<file path="config.mk">
export PLATFORM = sky130hd
export DESIGN_NAME = dual_edge_counter
export DESIGN_NICKNAME = d
export VERILOG_FILES = /design/src/rtl/dec_pkg.sv /design/src/rtl/dec_step_logic.sv /design/src/rtl/dec_edge_pair.sv /design/src/rtl/dual_edge_counter.sv
export SDC_FILE = /design/constraint.sdc
export NUM_CORES = 1
export LEC_CHECK = 0
export BUFFER_PORTS_ARGS = -buffer_cell sky130_fd_sc_hd__clkbuf_2
export CAP_MARGIN = 0
export CORE_ASPECT_RATIO = 0.8
export CORE_MARGIN = 2
export CORE_UTILIZATION = 35
export CTS_BUF_LIST = sky130_fd_sc_hd__clkbuf_4
export DETAILED_ROUTE_END_ITERATION = 8
export SETUP_SLACK_MARGIN = 0.3
export SKIP_LAST_GASP = 1
export SLEW_MARGIN = 10
export SYNTH_ARGS = -nofsm -noshare
export SYNTH_HDL_FRONTEND = slang
export SYNTH_SLANG_ARGS = --single-unit
</file>
<file path="constraint.sdc">
create_clock -name clk -period 2.1 [get_ports clk]
set_clock_uncertainty 0.1 [all_clocks]
set_input_delay 0.21 -clock clk [delete_from_list [all_inputs] [get_ports clk]]
set_output_delay 0.21 -clock clk [all_outputs]
set_load 0.02 [all_outputs]
</file>
<file path="src/rtl/dec_pkg.sv">
package dec_pkg;

    // Kind of step taken by the counter at one clock edge.
    typedef enum logic [1:0] {
        STEP_CLEAR   = 2'd0,
        STEP_HOLD    = 2'd1,
        STEP_ADVANCE = 2'd2,
        STEP_WRAP    = 2'd3
    } step_e;

endpackage

</file>
<file path="src/rtl/dec_step_logic.sv">
module dec_step_logic
    import dec_pkg::*;
#(
    parameter int MOD = 200,
    localparam int CW = $clog2(MOD)
) (
    input  logic          rst,
    input  logic          en,
    input  logic [CW-1:0] cur,
    output logic [CW-1:0] nxt,
    output logic          wrap_nxt
);

    localparam logic [CW-1:0] CNT_MAX = CW'(MOD - 1);

    step_e kind;

    // Pick the step kind for the coming edge.
    always_comb begin
        if (rst) begin
            kind = STEP_CLEAR;
        end else if (!en) begin
            kind = STEP_HOLD;
        end else if (cur >= CNT_MAX) begin
            kind = STEP_WRAP;
        end else begin
            kind = STEP_ADVANCE;
        end
    end

    // Next count and wrap flag for each step kind.
    always_comb begin
        unique case (kind)
            STEP_CLEAR: begin
                nxt      = '0;
                wrap_nxt = 1'b0;
            end
            STEP_HOLD: begin
                nxt      = cur;
                wrap_nxt = 1'b0;
            end
            STEP_ADVANCE: begin
                nxt      = cur + CW'(1);
                wrap_nxt = 1'b0;
            end
            STEP_WRAP: begin
                nxt      = '0;
                wrap_nxt = 1'b1;
            end
        endcase
    end

endmodule

</file>
<file path="src/rtl/dec_edge_pair.sv">
module dec_edge_pair #(
    parameter int W = 8
) (
    input  logic         clk,
    input  logic         rst,
    input  logic [W-1:0] nxt,
    output logic [W-1:0] q
);

    logic [W-1:0] rise_q;
    logic [W-1:0] fall_q;

    // Rising-edge half: stores the new value folded with the falling half.
    always_ff @(posedge clk) begin
        if (rst) begin
            rise_q <= '0;
        end else begin
            rise_q <= nxt ^ fall_q;
        end
    end

    // Falling-edge half: stores the new value folded with the rising half.
    always_ff @(negedge clk) begin
        if (rst) begin
            fall_q <= '0;
        end else begin
            fall_q <= nxt ^ rise_q;
        end
    end

    // Only one half moves per edge, so the XOR is the last value written.
    assign q = rise_q ^ fall_q;

endmodule

</file>
<file path="src/rtl/dual_edge_counter.sv">
module dual_edge_counter #(
    parameter int MOD = 200,
    localparam int CW = $clog2(MOD)
) (
    input  logic          clk,
    input  logic          rst,
    input  logic          en,
    output logic [CW-1:0] count,
    output logic          wrap
);

    localparam logic [CW-1:0] CNT_MAX = CW'(MOD - 1);

    logic [CW-1:0] cnt_nxt;
    logic          wrap_nxt;
    logic [0:0]    wrap_q;

    dec_step_logic #(.MOD(MOD)) u_step (
        .rst      (rst),
        .en       (en),
        .cur      (count),
        .nxt      (cnt_nxt),
        .wrap_nxt (wrap_nxt)
    );

    dec_edge_pair #(.W(CW)) u_cnt (
        .clk (clk),
        .rst (rst),
        .nxt (cnt_nxt),
        .q   (count)
    );

    dec_edge_pair #(.W(1)) u_wrap (
        .clk (clk),
        .rst (rst),
        .nxt (wrap_nxt),
        .q   (wrap_q)
    );

    assign wrap = wrap_q[0];

    // Snapshots of the count and the inputs taken at each edge, for the
    // edge-to-edge checks below.
    logic [CW-1:0] snap_r_cnt, snap_f_cnt;
    logic          snap_r_en, snap_f_en;
    logic          snap_r_rst, snap_f_rst;

    always_ff @(posedge clk) begin
        snap_r_cnt <= count;
        snap_r_en  <= en;
        snap_r_rst <= rst;
    end

    always_ff @(negedge clk) begin
        snap_f_cnt <= count;
        snap_f_en  <= en;
        snap_f_rst <= rst;
    end

    // step taken at a rising edge, seen at the next falling edge
    a_r2_rise_step: assert property (@(negedge clk) disable iff (rst)
        (!snap_r_rst && snap_r_en) |->
        count == ((snap_r_cnt >= CNT_MAX) ? '0 : snap_r_cnt + CW'(1)));

    // step taken at a falling edge, seen at the next rising edge
    a_r2_fall_step: assert property (@(posedge clk) disable iff (rst)
        (!snap_f_rst && snap_f_en) |->
        count == ((snap_f_cnt >= CNT_MAX) ? '0 : snap_f_cnt + CW'(1)));

    // enable low at a rising edge holds the count
    a_r4_rise_hold: assert property (@(negedge clk) disable iff (rst)
        (!snap_r_rst && !snap_r_en) |-> count == snap_r_cnt);

    // enable low at a falling edge holds the count
    a_r4_fall_hold: assert property (@(posedge clk) disable iff (rst)
        (!snap_f_rst && !snap_f_en) |-> count == snap_f_cnt);

    // count stays in range
    a_r1_range: assert property (@(posedge clk) disable iff (rst)
        count <= CNT_MAX);

    // wrap follows a MOD-1 to 0 step at a rising edge
    a_r6_wrap_rise: assert property (@(negedge clk) disable iff (rst)
        (!snap_r_rst && snap_r_en && snap_r_cnt == CNT_MAX) |-> wrap);

    // wrap only ever accompanies a count of zero
    a_r6_wrap_zero: assert property (@(posedge clk) disable iff (rst)
        wrap |-> count == '0);

    // reset on a rising edge and the following falling edge clears both outputs
    a_r5_reset_clear: assert property (@(posedge clk)
        (snap_r_rst === 1'b1 && snap_f_rst === 1'b1) |-> (count == '0 && !wrap));

endmodule

</file>
==> results.py <==
metrics = {
    "setup_path": {
        "crit_path_max_incr_delay_ns": 0.37,
        "rr_endpoint": "u_cnt.rise_q[6]",
        "startpoint_type": "register",
        "arrival_ns": 3.03,
        "worst-r2r-cell-count": 7,
        "slowest_stage": "dfxtp_4",
        "path_cells": "xor2_4, ha_4, buf_6, o211ai_1, buf_4, o22ai_4, mux2_4",
        "startpoint": "u_cnt.fall_q[0]",
        "r2r_start": "u_cnt.fall_q[0]",
        "worst_setup_path_end_kind": "register",
        "r2r_slack_ns": -0.82,
        "required_ns": 2.21,
        "path_class": "reg2reg",
        "critPathMaxFanout": 3,
    },
    "power_and_ir_drop": {
        "p_per_area_nw_per_um2": 727,
        "p_sw_mw": 0.579,
        "p_int_mw": 0.993,
        "swShare_pct": 36.8,
        "p_comb_share_pct": 55.2,
        "finalPower_mw": 1.57,
        "peakVddDrop_mv": 0.376,
        "p_seq_share_pct": 27.9,
        "leakage_nw": 0.880,
        "power.share.clock_pct": 16.9,
    },
    "clock_network": {
        "htreeDepth": 1,
        "clkTransAtPathRegs_ns": 0.11,
        "root_buffer": "clkbuf_4",
        "tritoncts": "built",
        "cts_hold_buf": 0,
        "cts.sinks": 18,
        "insertion_delay_ns": 0.37,
        "clock_path_buffers": 2,
        "numCtsBuffers": 3,
    },
    "global_route": {
        "track_usage_pct": 23.3,
        "grt_pass1_wl_mm": 5.89,
        "grt_pass1_vias": 1248,
        "antenna_found_initial": 0,
        "grt_overflow": 0,
        "grt_max_degree": 11,
    },
    "finish": {
        "nets": 196,
        "drive_gt1_share_pct": 64.9,
        "nFillCells": 166,
        "antennaDiodeCount": 0,
        "area_growth_syn_to_layout_pct": 107,
        "final_common_cell": "buf_4",
        "final_cells": 229,
        "design_area_sq_um": 2160,
        "layout_common_cells": "buf_4, buf_6, inv_1",
    },
    "floorplan": {
        "die_w_um": 65.0,
        "start_util_pct": 37.4,
        "num_rows": 17,
        "core_sq_um": 2790,
        "die_area_sq_um": 3430,
        "ios": 12,
        "die_y_um": 52.8,
    },
    "yosys": {
        "ys.flop_type": "dfxtp_1",
        "ys_warn_count": 0,
        "syn-cell-area_sq_um": 1040,
        "synth_fp_nets": 117,
        "syn_inst": 113,
        "ys_seq_area_share_pct": 34.6,
        "synthDistinctLibCells": 34,
        "ys_seq_elements": 18,
        "async_reset_ff_share_pct": 0,
        "synth_edf_count": 0,
        "syn_avg_cell_area_sq_um": 9.22,
    },
    "place": {
        "place_congestion": 0.817,
        "portBuffers": 11,
        "placedCellCount": 199,
        "dpl.hpwl_mm": 2.46,
        "dpl_cell_area_sq_um": 1680,
    },
    "timing": {
        "slew_headroom_pct": 76.2,
        "fin_ws_ns": -0.816,
        "hold_viol": 0,
        "drv_slew": 0,
        "worst_pin_slew_ns": 0.355,
        "timing.hold.ws_ns": 0.209,
        "setup_tns_ns": -17.65,
        "rsz0062_at_grt": "true",
        "setup_viol": 27,
    },
    "routing": {
        "drt-total-wl_mm": 3.73,
        "antenna_left": 0,
        "dr.pass1.iters": 4,
        "num_vias": 1225,
        "remaining_drc_errors": 0,
        "viasPerCell": 5.35,
        "routedWlPerCell_um": 16.3,
        "first_iter_violations": 56,
    },
    "status": {
        "violations": "setup timing",
        "status": "complete, but fails checks",
    },
    "min_path": {
        "hold_depth": 3,
        "hold_end": "u_cnt.rise_q[1]",
        "hp-start": "rst",
        "hp-class": "in2reg",
    },
    "job": {
        "drv_cap": 0,
    },
}
[metrics by stage]
| step | setup WS, ns | util (%) |
|---|---|---|
| 5_1_grt | -0.842 | 77.5 |
| 2_1_floorplan | -0.761 | - |
| 3_3_place_gp | -0.821 | 60.2 |
| 3_5_place_dp | -0.860 | 60.2 |
| 6_report | -0.816 | 77.5 |
| 4_1_cts | -0.782 | 72.3 |
[metal layers]
layer | share of wire [%] | global-route usage [%]
met1 | 44 | 27.6
met2 | 51 | 43.8
met3 | 4.6 | 4.52
met4 | 0.16 | 5.21
met5 | 0 | 0
[state kept, by name, summed over array words and instances, names as in the netlist]
| signal | cells |
|---|---|
| u_cnt.fall_q | 8 |
| u_wrap.fall_q | 1 |
| u_cnt.rise_q | 8 |
| u_wrap.rise_q | 1 |
[synth_stat cells, types with 3 or more instances]
| cell | number | area (sq um) |
|---|---|---|
| a211oi_1 | 6 | 45.0 |
| a21oi_1 | 6 | 30.0 |
| a311oi_1 | 3 | 26.3 |
| clkbuf_1 | 4 | 15.0 |
| dfxtp_1 | 18 | 360 |
| inv_1 | 4 | 15.0 |
| nand2_1 | 6 | 22.5 |
| nor2_1 | 4 | 15.0 |
| nor3_1 | 11 | 55.1 |
| o21ai_0 | 3 | 15.0 |
| o31ai_1 | 3 | 22.5 |
| or3_1 | 3 | 18.8 |
| xnor2_1 | 4 | 35.0 |
| xor2_1 | 10 | 87.6 |
| xor2_2 | 3 | 48.8 |
[final cells by class]
cell class / instances / area (sq um) / share of cell area, %
clock buffers: 4 / 30.0 / 1.39
clock inverters: 9 / 33.8 / 1.56
inverters: 3 / 11.3 / 0.521
multi-input cells: 86 / 970 / 44.9
flip-flops and latches: 18 / 404 / 18.7
well taps: 38 / 47.5 / 2.20
repair buffers: 71 / 664 / 30.7
[power by group through the flow]
stage | registers [mW] | clock network, mW | logic, mW
6_report | 0.439 | 0.266 | 0.867
3_5_place_dp | 0.448 | 0.0290 | 0.613
2_1_floorplan | 0.453 | 0.0290 | 0.345
5_1_grt | 0.446 | 0.302 | 0.919
3_3_place_gp | 0.442 | 0.0290 | 0.602
4_1_cts | 0.439 | 0.263 | 0.773
[worst max-delay path, delay by kind of cell, from the launching register on]
kind	cells	cell delay (ns)
fa+ha+maj	1	0.19
flops	1	0.37
compound gates	2	0.25
mux	1	0.31
buf+inv	2	0.29
xor+xnor	1	0.19
[worst max-delay path by stage]
| stage | depth (start not counted) | to |
|---|---|---|
| floorplan | 6 | u_cnt.fall_q[5] |
| global placement | 6 | u_cnt.fall_q[3] |
| detailed placement | 6 | u_cnt.fall_q[2] |
| CTS | 6 | u_cnt.rise_q[5] |
| global route | 7 | u_cnt.rise_q[6] |
| finish | 7 | u_cnt.rise_q[6] |
[kinds of logic after synthesis]
group                    share of synthesized area (%)
buffers and inverters                             3.84
multiplexers                                      3.00
adder cells (fa/ha/maj)                           1.20
AO/OA/AOI/OAI                                     25.8
XOR/XNOR                                          16.4
flip-flops                                        34.6
AND/OR/NAND/NOR                                   15.1
[repair_timing]
action,4_1_cts,5_1_grt
setup endpoints to repair,27,27
cloned,1,0
resized for setup,42,25
pin swaps,17,11
setup buffers,13,4
hold endpoints to repair,0,0
(Power assumes the default switching activity.)
